$ cat src/rtl/pretrig_pkg.sv
// Shared helpers for the pre-trigger channel.
// Assumes slot indices run from 0 to n-1 and wrap around.
package pretrig_pkg;
    // Predecessor slot used by the chain option; slot 0 wraps to n-1.
    function automatic int unsigned prev_slot(input int unsigned m, input int unsigned n);
        return (m + n - 1) % n;
    endfunction
endpackage

$ cat src/rtl/pretrig_slot.sv
// One pre-trigger slot: picks bypass, delay-match or chain firing and keeps its match flag.
// Assumes the counter sweeps each value at most once per trigger event.
module pretrig_slot #(
    parameter int DLY_W = 16
) (
    input  logic             clk,
    input  logic             rst_n,
    input  logic             en,
    input  logic             sel,
    input  logic             chain,
    input  logic [DLY_W-1:0] dly,
    input  logic [DLY_W-1:0] cnt,
    input  logic             cnt_run,
    input  logic             trig_evt,
    input  logic             chain_go,
    input  logic             flag_wr,
    input  logic             flag_keep,
    output logic             fire_nxt,
    output logic             fire_q,
    output logic             match_flag
);
    logic spent;
    logic at_dly;
    logic dly_hit;

    assign at_dly  = cnt_run && (cnt == dly);
    assign dly_hit = at_dly && !spent;

    // Select the firing source for this slot, masked by its enable.
    always_comb begin
        if (!en)
            fire_nxt = 1'b0;
        else if (!sel)
            fire_nxt = trig_evt;
        else if (chain)
            fire_nxt = chain_go;
        else
            fire_nxt = dly_hit;
    end

    // Register the pulse and remember a delay hit until the next trigger event.
    always_ff @(posedge clk) begin
        if (!rst_n) begin
            fire_q <= 1'b0;
            spent  <= 1'b0;
        end else begin
            fire_q <= fire_nxt;
            spent  <= trig_evt ? 1'b0 : (spent | dly_hit);
        end
    end

    // Match flag: set on reaching the delay, cleared by a zero in the keep mask.
    always_ff @(posedge clk) begin
        if (!rst_n)
            match_flag <= 1'b0;
        else
            match_flag <= (match_flag & (flag_wr ? flag_keep : 1'b1)) | at_dly;
    end

    AST_DISABLED_QUIET: assert property (@(posedge clk) disable iff (!rst_n)
        !en |=> !fire_q);
    AST_BYPASS_LATENCY: assert property (@(posedge clk) disable iff (!rst_n)
        (en && !sel && trig_evt) |=> fire_q);
    AST_CHAIN_NO_MATCH: assert property (@(posedge clk) disable iff (!rst_n)
        (en && sel && chain && !chain_go) |=> !fire_q);
    AST_MATCH_SETS: assert property (@(posedge clk) disable iff (!rst_n)
        at_dly |=> match_flag);
endmodule

$ cat src/rtl/pretrig_arbiter.sv
// Tracks conversion ownership and sets per-slot sequence errors.
// Assumes conv_done is a single-cycle pulse and conv_busy reflects only accepted conversions.
module pretrig_arbiter #(
    parameter int N_SLOT = 8,
    localparam int IDX_W = (N_SLOT > 1) ? $clog2(N_SLOT) : 1
) (
    input  logic              clk,
    input  logic              rst_n,
    input  logic [N_SLOT-1:0] fire_vec,
    input  logic              conv_busy,
    input  logic              conv_done,
    input  logic              err_wr,
    input  logic [N_SLOT-1:0] err_keep,
    output logic [N_SLOT-1:0] err_q,
    output logic              own_active,
    output logic [IDX_W-1:0]  owner
);
    logic              conflict;
    logic [N_SLOT-1:0] accept;
    logic [N_SLOT-1:0] new_err;
    logic [IDX_W-1:0]  win_idx;

    assign conflict = own_active && conv_busy && !conv_done;

    // Pick the lowest-numbered firing slot as the accepted one.
    always_comb begin
        accept  = '0;
        win_idx = '0;
        if (!conflict) begin
            for (int i = N_SLOT - 1; i >= 0; i--) begin
                if (fire_vec[i]) begin
                    accept  = '0;
                    accept[i] = 1'b1;
                    win_idx = IDX_W'(i);
                end
            end
        end
        new_err = fire_vec & ~accept;
    end

    // Error flags: zeros in the keep mask clear, new errors set.
    always_ff @(posedge clk) begin
        if (!rst_n)
            err_q <= '0;
        else
            err_q <= (err_q & (err_wr ? err_keep : {N_SLOT{1'b1}})) | new_err;
    end

    // Ownership: taken by an accepted pulse, released by conversion complete.
    always_ff @(posedge clk) begin
        if (!rst_n) begin
            own_active <= 1'b0;
            owner      <= '0;
        end else if (accept != '0) begin
            own_active <= 1'b1;
            owner      <= win_idx;
        end else if (conv_done) begin
            own_active <= 1'b0;
        end
    end

    AST_ONE_OWNER: assert property (@(posedge clk) disable iff (!rst_n)
        $onehot0(accept));
    AST_CONFLICT_ERR: assert property (@(posedge clk) disable iff (!rst_n)
        (conflict && fire_vec != '0) |=> ((err_q & $past(fire_vec)) == $past(fire_vec)));
    AST_ERR_NEEDS_FIRE: assert property (@(posedge clk) disable iff (!rst_n)
        (err_q & ~$past(err_q) & ~$past(fire_vec)) == '0);
    AST_DONE_RELEASES: assert property (@(posedge clk) disable iff (!rst_n)
        (conv_done && fire_vec == '0) |=> !own_active);
endmodule

$ cat src/rtl/pretrig_channel.sv
// Pre-trigger channel top: trigger edge detection, per-slot generators, ownership arbiter.
// Assumes cnt/cnt_run come from a shared counter that starts on a trigger event.
module pretrig_channel #(
    parameter int N_SLOT = 8,
    parameter int DLY_W  = 16,
    localparam int IDX_W = (N_SLOT > 1) ? $clog2(N_SLOT) : 1
) (
    input  logic                    clk,
    input  logic                    rst_n,
    input  logic [N_SLOT-1:0]       slot_en,
    input  logic [N_SLOT-1:0]       slot_sel,
    input  logic [N_SLOT-1:0]       slot_chain,
    input  logic [N_SLOT*DLY_W-1:0] slot_dly,
    input  logic [DLY_W-1:0]        cnt,
    input  logic                    cnt_run,
    input  logic                    trig_in,
    input  logic                    sw_strobe,
    input  logic                    conv_busy,
    input  logic                    conv_done,
    input  logic                    err_wr,
    input  logic [N_SLOT-1:0]       err_keep,
    input  logic                    flag_wr,
    input  logic [N_SLOT-1:0]       flag_keep,
    output logic [N_SLOT-1:0]       pretrig,
    output logic [N_SLOT-1:0]       seq_err,
    output logic [N_SLOT-1:0]       match_flag
);
    import pretrig_pkg::*;

    logic              trig_q;
    logic              trig_evt;
    logic              own_active;
    logic [IDX_W-1:0]  owner;
    logic [N_SLOT-1:0] fire_vec;
    logic [N_SLOT-1:0] chain_go;

    // Remember the trigger level for rising-edge detection.
    always_ff @(posedge clk) begin
        if (!rst_n)
            trig_q <= 1'b0;
        else
            trig_q <= trig_in;
    end

    assign trig_evt = (trig_in && !trig_q) || sw_strobe;

    for (genvar m = 0; m < N_SLOT; m++) begin : g_slot
        assign chain_go[m] = conv_done && own_active &&
                             (owner == IDX_W'(prev_slot(m, N_SLOT)));

        pretrig_slot #(.DLY_W(DLY_W)) u_slot (
            .clk        (clk),
            .rst_n      (rst_n),
            .en         (slot_en[m]),
            .sel        (slot_sel[m]),
            .chain      (slot_chain[m]),
            .dly        (slot_dly[m*DLY_W +: DLY_W]),
            .cnt        (cnt),
            .cnt_run    (cnt_run),
            .trig_evt   (trig_evt),
            .chain_go   (chain_go[m]),
            .flag_wr    (flag_wr),
            .flag_keep  (flag_keep[m]),
            .fire_nxt   (fire_vec[m]),
            .fire_q     (pretrig[m]),
            .match_flag (match_flag[m])
        );
    end

    pretrig_arbiter #(.N_SLOT(N_SLOT)) u_arb (
        .clk        (clk),
        .rst_n      (rst_n),
        .fire_vec   (fire_vec),
        .conv_busy  (conv_busy),
        .conv_done  (conv_done),
        .err_wr     (err_wr),
        .err_keep   (err_keep),
        .err_q      (seq_err),
        .own_active (own_active),
        .owner      (owner)
    );

    AST_RESET_QUIET: assert property (@(posedge clk)
        !rst_n |=> (pretrig == '0 && seq_err == '0 && match_flag == '0));
endmodule

$ cat config.mk
export PLATFORM = sky130hd
export DESIGN_NAME = pretrig_channel
export DESIGN_NICKNAME = d
export VERILOG_FILES = /design/src/rtl/pretrig_pkg.sv /design/src/rtl/pretrig_slot.sv /design/src/rtl/pretrig_arbiter.sv /design/src/rtl/pretrig_channel.sv
export SDC_FILE = /design/constraint.sdc
export NUM_CORES = 1
export LEC_CHECK = 0
export BUFFER_PORTS_ARGS = -buffer_cell sky130_fd_sc_hd__clkbuf_2
export CORE_MARGIN = 10
export CORE_UTILIZATION = 47
export CTS_CLUSTER_SIZE = 12
export DETAILED_ROUTE_END_ITERATION = 12
export PLACE_DENSITY = 0.88
export SYNTH_ARGS = -nofsm -noshare
export SYNTH_HDL_FRONTEND = slang
export SYNTH_SLANG_ARGS = --single-unit
$ cat constraint.sdc
create_clock -name clk -period 3 [get_ports clk]
set_clock_uncertainty 0.05 [all_clocks]
set_input_delay 0.15 -clock clk [delete_from_list [all_inputs] [get_ports clk]]
set_output_delay 0.15 -clock clk [all_outputs]
set_load 0.01 [all_outputs]
==> flow_results.org, run 1 <==
** Outcome
- The run finished with clean final reports.

** Synth
- In the synthesized netlist the async set-or-reset flop fraction comes to 0.
- Counting every net in the synthesized netlist gives ~610.
- Synthesis produced a netlist whose cell count is 416.
- The number of different library cells used by synthesis comes to 53.
- For this run, the leading register cell type out of synthesis is sky130_fd_sc_hd__dfxtp_1.
- Average footprint of a synthesized cell :: 8.23 µm²
- For this run, the register share of the synthesized area comes to 0.216.
- Post-Synthesis Cell Area :: 3420 µm²
- Top post-synthesis cells by area :: sky130_fd_sc_hd__dfxtp_1 22%, sky130_fd_sc_hd__xnor2_1 18%, sky130_fd_sc_hd__xor2_1 15%
- The largest total area in the synthesized netlist belongs to sky130_fd_sc_hd__dfxtp_1.
- Number of flip-flops and latches in the synthesized netlist :: 37
- The share of synthesized area in the top cell type comes to 0.216.
- EDFF count, synth :: 0
- Yosys warning count :: 0

** Timing
- Setup violations remaining at the end of the flow were counted as 0.
- The number of slew-limit violations in the final report was 0.
- Dividing the final minimum period by the clock period gives 0.790.
- The tightest hold path in the finished design has a slack of between 30 and 40 ps.
- Static timing analysis puts the maximum clock frequency at about 0.42 GHz.
- The clock period could shrink to between 2000 and 2500 ps.
- The worst pin sits at a relative slew slack of 0.532.
- Setup repair after global routing left no endpoint under its margin.
- For the pin with the worst max-slew slack, the measured transition is about 700 ps.
- Hold violation count in the final report :: 0
- Total negative setup slack :: 0 ps

** Clock network
- Gates resized, CTS repair :: 0
- CTS Hold Buffers Added :: 0
- Cts bufs inserted :: 5
- The later pin in the worst-skew pair is clocked with a latency of roughly 290 ps.
- Master cell of the clock root buffer :: sky130_fd_sc_hd__clkbuf_8
- The tree built by TritonCTS fans out to 37 sinks.
- Clock-pin slew was measured on the worst setup and hold paths at 80 ps.
- Deepest level of the CTS H-tree :: 2
- Buffers inserted by post-CTS timing repair :: 0
- TritonCTS built the clock tree.
- Maximum root-to-sink buffer count :: 2

** Setup path
- STA classifies the critical path startpoint as a register.
- Reg-to-reg slack, setup :: approximately 630 ps
- Data on the critical path is required at its endpoint by approximately 3100 ps.
- The worst setup path is captured at a register.
- The endpoint identified for the worst register-to-register timing path is u_arb.own_active$_SDFFE_PN0P_.
- Highest-delay cell along the critical path :: sky130_fd_sc_hd__or4b_4
- Ordered cell list for the critical path :: nand2b_1 -> nor3_1 -> o21ai_0 -> o31ai_4 -> or4b_4 -> nor4_1 -> a21oi_1
- Of all nets on the critical path, the largest fanout is 7.
- Start-to-end type of the worst setup path :: reg2reg
- The largest single stage delay on the critical path is roughly 540 ps.
- The startpoint identified for the worst register-to-register timing path is u_arb.owner[1]$_SDFFE_PN0P_.
- For the worst flop-to-flop path, the logic depth is 7.
- CP arrival :: approximately 2500 ps
- Tracing the worst setup path back leads to its startpoint at u_arb.owner[1]$_SDFFE_PN0P_.

** Hold path
- Instance count along the most critical hold path :: 3
- Worst Hold Class :: in2reg
- Terminating pin of the worst hold path :: u_arb.err_q[3]$_SDFF_PN0_
- The startpoint identified for the worst hold timing path is err_keep[3].

** Place
- In this run, placement finished with an instance count of between 600 and 700.
- Estimated wirelength of the detail-placed design :: between 10000 and 15000 µm
- At the end of routability-driven placement, the weighted congestion stood at 1.00.
- PortBufs :: roughly 220

** Finish
- Once layout is complete, the cells apart from fillers number 704.
- At the end of the flow the core is filled with cells to 0.625.
- Layout fillers :: between 600 and 700
- For this run, the post-layout net count is roughly 800.
- In the final layout, flip-flops and latches occupy 741 µm².
- Layout overhead on the synthesized area :: 30.9%
- Ratio of cells with drive above 1 in the final layout :: 0.388
- Antenna Diode Count :: 0
- Multi-input logic area :: roughly 2400 µm²

** Drt
- Antenna viol nets, final :: 0
- After detailed routing, the number of remaining DRC violations is 0.
- Iter 0 DRT Violations :: between 150 and 200
- Routed wire length :: 14300 µm
- Routed wire per std cell :: between 20 and 25 µm
- First-pass iteration count of the detailed router :: 4
- Via Count :: ~3800
- Number of vias per cell :: 5.44

** Floorplan
- Effective utilization at floorplan :: 0.477
- For this design the top-level I/O count stands at about 220.
- The floorplan step defined a die boundary enclosing 11100 µm².
- The die is roughly 110 µm wide.
- In this run the standard cell core region covers 7180 µm².
- Die Span Y :: between 100 and 150 µm
- After floorplanning, the core was divided into 31 placement rows.

** GRT
- Via count of the first global-routing pass :: 4289
- All-layer global routing usage :: 0.247
- First-pass GRT wire length :: 22100 µm
- Entering global routing, the biggest net connects 24 pins.
- Leftover overflow at the end of global routing :: 0
- The initial antenna violation count came to 0.

** Power
- Across the VDD grid, the largest voltage drop is approximately 0.20 mV.
- Summed over all cells, the static leakage comes to between 2 and 2.5 nW.
- Summing internal, switching and leakage power gives ~1.5 mW.
- Power Dens Cells :: about 330 nW/µm²

** Flow run
- Max-capacitance violation count :: 0
[cell usage after synthesis, drive strengths merged (4+ instances only)]
cell    instances
a21boi          5
a21oi          18
and2            7
buf            32
clkbuf          4
dfxtp          37
inv            11
nand2          17
nand2b          5
nand3          13
nand4          16
nor2           21
nor3           14
nor4           13
o21ai          24
xnor2          69
xor2           58
[critical path, delay by kind of cell (launching register included)]
kind             cells  cell delay [ps]
AO/OA/AOI/OAI        3              630
AND/OR/NAND/NOR      4             1020
flip-flops           1              500
[flip-flops by register name (all words and copies together), names as in the netlist]
register                  count
u_arb.owner                   3
trig_q                        1
g_slot.u_slot.fire_q          8
u_arb.err_q                   8
g_slot.u_slot.match_flag      8
g_slot.u_slot.spent           8
u_arb.own_active              1
[report_power, final]
group / leakage [nW] / internal [mW] / total [mW] / switching (mW)
logic: 1.66 / 0.241 / 0.499 / 0.259
clock network: 0.0574 / 0.270 / 0.451 / 0.180
registers: 0.301 / 0.506 / 0.518 / 0.0119
total: 2.02 / 1.02 / 1.47 / 0.451
[layout by cell type, fill, tap and decap left out, types with 3 or more instances in the layout]
cell	netlist	final
sky130_fd_sc_hd__nand2_1	17	17
sky130_fd_sc_hd__dfxtp_1	37	37
sky130_fd_sc_hd__clkbuf_8	0	6
sky130_fd_sc_hd__xnor2_1	69	69
sky130_fd_sc_hd__o21ai_0	24	24
sky130_fd_sc_hd__nor3_1	14	14
sky130_fd_sc_hd__inv_1	11	11
sky130_fd_sc_hd__nand4b_1	3	3
sky130_fd_sc_hd__nand3_1	13	13
sky130_fd_sc_hd__nor4_1	13	13
sky130_fd_sc_hd__nor2_1	21	21
sky130_fd_sc_hd__clkbuf_2	0	216
sky130_fd_sc_hd__o211ai_1	3	3
sky130_fd_sc_hd__a21oi_1	18	18
sky130_fd_sc_hd__nor2b_1	3	3
sky130_fd_sc_hd__o21a_1	3	3
sky130_fd_sc_hd__nand3b_1	3	3
sky130_fd_sc_hd__nand2b_1	5	5
sky130_fd_sc_hd__a21boi_0	5	5
sky130_fd_sc_hd__nand4_1	16	16
sky130_fd_sc_hd__and2_1	6	6
sky130_fd_sc_hd__xor2_1	58	58
[metrics by stage]
step                      worst slack [ps]  area [µm²]
after global placement                 516        4360
after global routing                   450        4480
after floorplan                        948        3420
after detailed placement               487        4360
after CTS                              668        4480
final                                  629        4480
[layer usage]
metal / share of wire / track usage / vias up
li1: - / - / 1807
met1: 0.36 / 0.260 / 1752
met2: 0.49 / 0.429 / 230
met3: 0.11 / 0.0956 / 40
met4: 0.036 / 0.107 / 0
met5: 0 / 0 / -
[cells by family (layout without fill, tap and decap cells)]
group | after synthesis | in the layout | synth area share
AO/OA/AOI/OAI | 81 | 81 | 0.167
XOR/XNOR | 127 | 127 | 0.325
buffers and inverters | 47 | 236 | 0.0924
AND/OR/NAND/NOR | 124 | 124 | 0.199
flip-flops | 37 | 37 | 0.216
[final cells by class]
class | count | area share
timing repair buffer | 217 | 0.243
tap | 99 | 0.0276
sequential | 37 | 0.165
inverter | 11 | 0.00921
clock inverter | 2 | 0.00838
multi-input combinational | 332 | 0.528
clock buffer | 6 | 0.0184
[worst max-delay path by stage]
stage	to	slack, ps	cells past startpoint
3_3_place_gp	u_arb.owner[0]$_SDFFE_PN0P_	520	8
6_report	u_arb.own_active$_SDFFE_PN0P_	630	7
2_1_floorplan	u_arb.owner[1]$_SDFFE_PN0P_	950	7
4_1_cts	u_arb.own_active$_SDFFE_PN0P_	670	7
5_1_grt	u_arb.own_active$_SDFFE_PN0P_	450	7
3_5_place_dp	u_arb.owner[0]$_SDFFE_PN0P_	490	8
Note: power is estimated with default switching activity, not from simulation.
==> run 2, diff against run 1 <==
Settings changed: ABC_AREA set to 1, CORE_UTILIZATION 47 to 41, PLACE_DENSITY 0.88 to 0.79.
Clock period 3 ns to 2.1 ns, I/O delays scaled along.
==> flow_results.org, run 2 <==
** Outcome
- Run status :: finished clean

** Flow run
- Max-capacitance violation count :: 0 (unchanged)

** Synth
- Number of flip-flops and latches in the synthesized netlist :: 37 (unchanged)
- Library cell with the highest instance count after synthesis :: sky130_fd_sc_hd__nand2_1
- The number of enable flip-flop cells after synthesis came to 0 (unchanged).
- The average cell area after synthesis came to 5.66 µm² (-31%).
- The biggest area contributor in the post-synthesis netlist is sky130_fd_sc_hd__nand2_1.
- Total nets after synthesis :: 875 (+44%)
- Post-Synthesis Cell Area :: 3860 µm² (+13%)
- Most frequently used flop master after synthesis :: sky130_fd_sc_hd__dfxtp_1
- The number of distinct library cell variants in the gate-level netlist after synthesis is 29 (-45%).
- Fraction of synthesis flops using an asynchronous set or reset pin :: 0 (unchanged)
- The proportion of netlist area held by the largest area contributor is 0.197 (-0.0190).
- The post-synthesis sequential area ratio is 0.192 (-0.0245).
- The cell count after synthesis is 682 (+64%).
- Commonest cells post-synth :: 203 x sky130_fd_sc_hd__nand2_1, 90 x sky130_fd_sc_hd__inv_1, 81 x sky130_fd_sc_hd__nor2_1, 44 x sky130_fd_sc_hd__xnor2_1, 40 x sky130_fd_sc_hd__o21ai_0
- Yosys warning count :: 0 (unchanged)
- Yosys attributes the largest share of cell area to sky130_fd_sc_hd__nand2_1 20%, sky130_fd_sc_hd__dfxtp_1 19%, sky130_fd_sc_hd__xnor2_1 10%.

** Timing
- The worst max-slew margin expressed relative to the limit was 0.711 (+0.180).
- The number of slew-limit violations in the final report is 0 (unchanged).
- Peak clock frequency supported by timing :: about 0.52 GHz
- Total negative setup slack :: 0 ps (unchanged)
- Transition time at the pin with the least slew margin :: 430 ps (-271 ps)
- The worst-case setup margin in the final layout was 184 ps (-445 ps).
- Setup repair after global routing left no endpoint under its margin.
- Final-layout worst hold slack :: 39.6 ps (+4.11 ps)
- For the finished layout, the period the worst path requires is 1920 ps.
- The final-report setup violation count was 0 (unchanged).
- The final hold violation count came to 0 (unchanged).
- Final critical-path share of the clock period :: 0.912

** Place
- The cell total after placement was 980 (+41%).
- PortBufs :: 216 (unchanged)
- Estimated wirelength of the detail-placed design :: 13300 µm (+7.1%)
- Worst slack at placement :: 80.5 ps (-406 ps)
- The routability congestion estimate from global placement came to 0.935 (-6.7%).
- The post-place instance area is 4890 µm² (+12%).

** Hold path
- Terminating pin of the worst hold path :: trig_q$_SDFF_PN0_
- Instance count along the most critical hold path :: 3 (unchanged)
- The tightest min-delay check is of the in2reg type.
- The worst hold path begins at rst_n.

** Floorplan
- The x dimension of the die came to 117 µm (+11%).
- Die Span Y :: 117 µm (+11%)
- Effective utilization at floorplan :: 0.420 (-0.0572)
- Row count :: 35 (+13%)
- Area of the core :: 9200 µm² (+28%)
- IO Pins :: 217 (unchanged)
- Die footprint :: 13700 µm² (+23%)

** Power
- The fraction of power consumed by combinational cells was 0.392 (+0.052).
- The power consumption was 2.05 mW (+39%).
- The fraction of power consumed by sequential logic is 0.361 (+0.008).
- Internal power :: 1.33 mW (+31%)
- The worst voltage drop across the vdd grid is 0.233 mV (+15%).
- The net switching fraction of the power came to 0.348 (+0.0408).
- The net switching power figure was 712 µW (+58%).
- Power Dens Cells :: 409 nW/µm² (+25%)
- The portion of total power attributed to the clock network was 0.246 (-0.061).
- The leakage power figure was 2.83 nW (+40%).

** Finish
- The number of standard cells in the layout, taps in and fillers out is 988 (+40%).
- Most common cell after layout, fill and taps aside :: sky130_fd_sc_hd__clkbuf_2
- The final layout net count is 1070 (+34%).
- The post-route cell area is 5000 µm² (+12%).
- Layout fillers :: 963 (+49%)
- The area of combinational cells with multiple inputs was 2490 µm² (+5.2%).
- Antenna Diode Count :: 0 (unchanged)
- Relative to the synthesized area, the layout overhead comes to 29.4%.
- Ratio of cells with drive above 1 in the final layout :: 0.314 (-0.0749)
- Sequential cell area :: 741 µm² (unchanged)
- The top cell types in the final layout, fill and taps aside, are 216 x sky130_fd_sc_hd__clkbuf_2, 203 x sky130_fd_sc_hd__nand2_1, 89 x sky130_fd_sc_hd__inv_1.
- The post-route core utilization is 0.544 (-0.0810).

** Setup path
- In this run the critical register-to-register path is captured at u_arb.own_active$_SDFFE_PN0P_.
- Start-to-end type of the worst setup path :: in2reg
- Required time at the worst-slack endpoint :: 2220 ps (-870 ps)
- The worst setup path is launched from an input port.
- The worst reg2reg path depth was 13 (+6).
- Buffers & Inverters on Critical Path :: 5 (+5)
- Reg-to-reg slack, setup :: 250 ps (-380 ps)
- The slowest stage of the critical path belongs to the cell sky130_fd_sc_hd__dlygate4sd3_1.
- STA classifies the critical path endpoint as a register.
- Maximum net fanout on the critical path :: 5 (-2)
- The startpoint identified for the worst register-to-register timing path is u_arb.own_active$_SDFFE_PN0P_.
- Largest delay contributor family on the critical path :: buffers and inverters
- The maximum single-stage delay on the critical path came to 550 ps (about the same).
- The signal arrival time at the worst endpoint is 2030 ps (-430 ps).
- The signal on the critical path passes through dlygate4sd3_1 -> clkbuf_2 -> a21oi_2 -> inv_2 -> o21ai_1 -> inv_1 -> nand2_2 -> nand3_2 -> nor2_2 -> nand2_1 -> nand2_1 -> inv_2 -> nand3_1 -> a21oi_1.

** Clock network
- The tree is rooted in a sky130_fd_sc_hd__clkbuf_8.
- The number of sinks handled by clock tree synthesis was 37 (unchanged).
- The post-CTS setup buffer count was 0 (unchanged).
- The clock transition at the registers of the reported paths is 70 ps (about the same).
- The buffer depth of the longest clock path is 2 (unchanged).
- Clock tree from TritonCTS :: done
- The CTS H-tree depth was 2 (unchanged).
- Insertion delay to the later sink of the worst-skew pair :: 280 ps (about the same)
- The number of clock buffers inserted by TritonCTS is 5 (unchanged).

** Drt
- First-pass iteration count of the detailed router :: 5 (+1)
- The number of nets with antenna violations after detailed routing was 0 (unchanged).
- The post-detailed-routing wire length is 14900 µm (+4.5%).
- The highest layer touched by signal routing is met4.
- The average routed wire per standard cell is 15.1 µm (-26%).
- Via Count :: 4737 (+24%)
- M1 wire length :: 6140 µm (+19%)
- Number of design rule violations left after detail routing :: 0 (unchanged)
- The routed length on met3 came to 1520 µm (-5.9%).
- Number of vias per cell :: 4.79 (-12%)
- Met2 WL post-DR :: 6900 µm (-1.2%)
- The number of DRC markers in iteration 0 was 242 (+24%).

** GRT
- The initial antenna violation count was 0 (unchanged).
- The number of global-route vias before repair is 4777 (+11%).
- The maximum number of pins on one net before global-route repair came to 19 (-21%).
- Leftover overflow at the end of global routing :: 0 (unchanged)
- All-layer global routing usage :: 0.212 (-0.0354)
- First-pass GRT wire length :: 23000 µm (+4.2%)
## run 2: cell count changes in the layout (fill, tap and decap cells not counted), sizes merged, moves of 5 or more
cell,before,now
o21ai,24,59
nor2,21,90
a21oi,18,34
a21boi,5,0
nand3,13,27
a31oi,2,8
nor3,14,0
xor2,58,6
inv,11,103
nor4,13,0
nand2b,5,0
nand2,17,216
xnor2,69,44
and2,7,0
## run 2: power by group through the flow
stage	registers, mW	logic, mW	clock network, mW
6_report	0.739	0.802	0.504
5_1_grt	0.742	0.899	0.550
4_1_cts	0.739	0.795	0.516
3_5_place_dp	0.755	0.790	0
3_3_place_gp	0.755	0.784	0
2_1_floorplan	0.757	0.470	0
## run 2: worst min-delay path, cell delays in order
cell and delay, ps:
sky130_fd_sc_hd__clkbuf_2 130, sky130_fd_sc_hd__nand2_1 70, sky130_fd_sc_hd__inv_1 30
## run 2: worst max-delay path by stage
stage / startpoint / end / slack (ps) / cells past startpoint
final: trig_in / u_arb.owner[0]$_SDFFE_PN0P_ / 180 / 14
after CTS: trig_in / u_arb.owner[1]$_SDFFE_PN0P_ / 40 / 14
after global placement: cnt[12] / u_arb.own_active$_SDFFE_PN0P_ / 90 / 18
after global routing: trig_in / u_arb.owner[2]$_SDFFE_PN0P_ / 30 / 14
after detailed placement: cnt[12] / u_arb.own_active$_SDFFE_PN0P_ / 80 / 18
after floorplan: trig_q$_SDFF_PN0_ / u_arb.owner[2]$_SDFFE_PN0P_ / 430 / 13
## run 2: logic make-up after synthesis
kind of cell | after synthesis | share of synthesized area
flip-flops | 37 | 0.192
buffers and inverters | 140 | 0.165
AND/OR/NAND/NOR | 353 | 0.390
AO/OA/AOI/OAI | 102 | 0.139
XOR/XNOR | 50 | 0.113
## run 2: area by class of cell
type,instances,share of cell area
Tap cell,111,0.0278
Multi-Input combinational cell,505,0.498
Clock buffer,6,0.0165
Sequential cell,37,0.148
Timing Repair Buffer,222,0.228
Clock inverter,1,0.00150
Inverter,106,0.0796
## run 2: what timing repair did
action                                 in CTS  in global routing
hold buffers                                1                  0
endpoints found under the hold margin       1                  0
setup endpoints to repair                   0                  7
resized for setup                           0                  5
## run 2: layer usage
| metal | vias up | global-route usage |
|---|---|---|
| met3 | 26 | 0.0607 |
| met4 | 0 | 0.0577 |
| met5 | - | 0 |
| li1 | 2476 | - |
| met1 | 2018 | 0.246 |
| met2 | 217 | 0.369 |
==> run 3, diff against run 2 <==
Settings changed: HOLD_SLACK_MARGIN set to 0.02, REMOVE_ABC_BUFFERS set to 1.
==> flow_results.org, run 3 (synthesized netlist as in run 2, its figures left out) <==
** Place
- The half-perimeter wire length after placement was 13200 µm (-0.69%).
- PortBufs :: 216 (unchanged)
- Final weighted congestion in routability-driven placement :: 0.949 (+1.5%)

** Clock network
- Master cell of the clock root buffer :: sky130_fd_sc_hd__clkbuf_8
- The CTS H-tree depth was 2 (unchanged).
- The number of clock buffers inserted by TritonCTS was 5 (unchanged).
- Worst-path clk slew :: 70 ps (about the same)
- Insertion delay to the later sink of the worst-skew pair :: 280 ps (about the same)
- Clock tree from TritonCTS :: done
- The number of sinks handled by clock tree synthesis is 37 (unchanged).
- Maximum root-to-sink buffer count :: 2 (unchanged)

** Drt
- First-pass iteration count of the detailed router :: 6 (+1)
- The number of DRC markers in iteration 0 is 374 (+55%).
- The post-detailed-routing wire length came to 14900 µm (-0.11%).
- Routed wire per std cell :: 15.0 µm (-0.42%)
- Via Count :: 4765 (+0.59%)
- Number of design rule violations left after detail routing :: 0 (unchanged)
- Number of vias per cell :: 4.81 (+0.29%)
- The number of nets with antenna violations after detailed routing came to 0 (unchanged).

** Setup path
- Buffers & Inverters on Critical Path :: 0 (-5)
- Start-to-end type of the worst setup path :: reg2reg
- The maximum fanout count along the critical path came to 4 (-1).
- Largest delay contributor family on the critical path :: compound AO/OA/AOI/OAI gates
- Highest-delay cell along the critical path :: sky130_fd_sc_hd__dfxtp_1
- Ordered cell list for the critical path :: nand2_1 -> nor2_1 -> a31oi_1 -> a21oi_1 -> nand3_1 -> a21oi_2 -> nor2_4 -> nand3_1 -> a21oi_1
- The maximum single-stage delay on the critical path was 340 ps (-210 ps).
- The required time reported for the critical path endpoint is 2210 ps (about the same).
- Type of origin of the critical path :: register
- Endpoint type of the worst setup path :: register
- CP arrival :: 2010 ps (-20 ps)

** Floorplan
- The x dimension of the die came to 117 µm (unchanged).
- Area of the core :: 9200 µm² (unchanged)
- Effective utilization at floorplan :: 0.420 (unchanged)
- Row count :: 35 (unchanged)
- Die footprint :: 13700 µm² (unchanged)
- IO Pins :: 217 (unchanged)
- The vertical die dimension came to 117 µm (unchanged).

** Timing
- The number of slew-limit violations in the final report came to 0 (unchanged).
- Total negative setup slack :: 0 ps (unchanged)
- Final critical-path share of the clock period :: 0.905 (-0.00699)
- The slew of the pin with the lowest slew margin was 335 ps (-95.3 ps).
- Final-layout worst hold slack :: 38.1 ps (-1.53 ps)
- The peak clock frequency supported by timing came to 0.526 GHz (+0.77%).
- The final-report setup violation count came to 0 (unchanged).
- The final hold violation count was 0 (unchanged).
- Setup repair after global routing left no endpoint under its margin.
- Minimum clock period :: 1900 ps (-14.7 ps)
- Max_slew headroom :: 0.777 (+0.0653)

** GRT
- The number of global-route vias before repair came to 4671 (-2.2%).
- Pin count of the biggest net entering global routing :: 25 (+6)
- The first-pass GRT wire length was 22800 µm (-1.2%).
- The overall track demand over capacity in global routing is 0.209 (-0.00269).
- The overflow left after global routing was 0 (unchanged).
- Antenna violations before repair :: 0 (unchanged)

** Finish
- The number of antenna diodes is 0 (unchanged).
- Most frequent cells in the layout :: 216 x sky130_fd_sc_hd__clkbuf_2, 203 x sky130_fd_sc_hd__nand2_1, 89 x sky130_fd_sc_hd__inv_1
- The fraction of final layout cells sized beyond drive strength 1 was 0.313 (-0.00107).
- The post-route core utilization was 0.544 (+0.000681).
- The layout filler cell count came to 993 (+3.1%).
- # nets final :: 1073 (+0.28%)
- From synthesis to final layout, the design area changed by 29.6%.
- The library cell used most frequently in the layout, excluding fill and tap cells, is sky130_fd_sc_hd__clkbuf_2.

** Flow run
- Max-capacitance violation count :: 0 (unchanged)

** Power
- Peak ir drop on the vdd network :: 0.316 mV (+35%)
- The total power divided by cell area was 406 nW/µm² (-0.83%).
- The leakage power figure was 2.84 nW (+0.31%).

** Outcome
- The flow ran to the end, and the final reports show no timing, DRC or antenna violations.

** Hold path
- Worst Hold Class :: in2reg
run 3: where the power goes:
| part | total, mW | internal (mW) | switching (mW) | leakage (nW) |
|---|---|---|---|---|
| registers | 0.740 | 0.726 | 0.0141 | 0.301 |
| logic | 0.797 | 0.350 | 0.447 | 2.49 |
| clock network | 0.493 | 0.260 | 0.233 | 0.0443 |
| total | 2.03 | 1.34 | 0.694 | 2.84 |
run 3: cell type report:
class,count,area [µm²],area share
clock buffers,7,86.3,0.0173
inverters,106,398,0.0795
multi-input cells,505,2490,0.497
flip-flops and latches,37,741,0.148
well taps,111,139,0.0277
repair buffers,225,1150,0.231
run 3: tightest hold or removal path, cell delays in order:
cell	delay (ps)
sky130_fd_sc_hd__clkbuf_2	130
sky130_fd_sc_hd__o21ai_1	70
sky130_fd_sc_hd__inv_1	40
run 3: worst paths after layout:
kind                                                         from                           endpoint  slack (ps)  depth (start not counted)
worst min-delay path                                        rst_n      u_arb.own_active$_SDFFE_PN0P_          40                          3
worst min register to register  g_slot[2].u_slot.spent$_SDFF_PP0_  g_slot[2].u_slot.spent$_SDFF_PP0_         400                          2
worst max-delay path                u_arb.own_active$_SDFFE_PN0P_        u_arb.owner[1]$_SDFFE_PN0P_         200                          9
worst max register to register      u_arb.own_active$_SDFFE_PN0P_        u_arb.owner[1]$_SDFFE_PN0P_         200                          9
run 3: through the flow:
step / setup slack [ps] / instances / power, mW / area (µm²)
final: 199 / 991 / 2.03 / 5000
after global routing: 62.7 / 991 / 2.17 / 5000
after CTS: 159 / 991 / 2.03 / 5000
after detailed placement: 34.3 / 982 / 1.54 / 4890
after global placement: 53.7 / 982 / 1.53 / 4890
after floorplan: 423 / 648 / 1.18 / 3620
run 3: timing repair:
item                       CTS  global route
setup buffers                0             0
hold endpoints to repair     1             0
hold buffers                 2             0
resized for setup            0             3
setup endpoints to repair    0             4
run 3: metal layers:
metal | up-vias | share of wire | GRT usage
met4 | 0 | 0.025 | 0.0568
met2 | 192 | 0.47 | 0.364
met3 | 30 | 0.083 | 0.0494
li1 | 2486 | - | -
met1 | 2057 | 0.42 | 0.250
met5 | - | 0 | 0
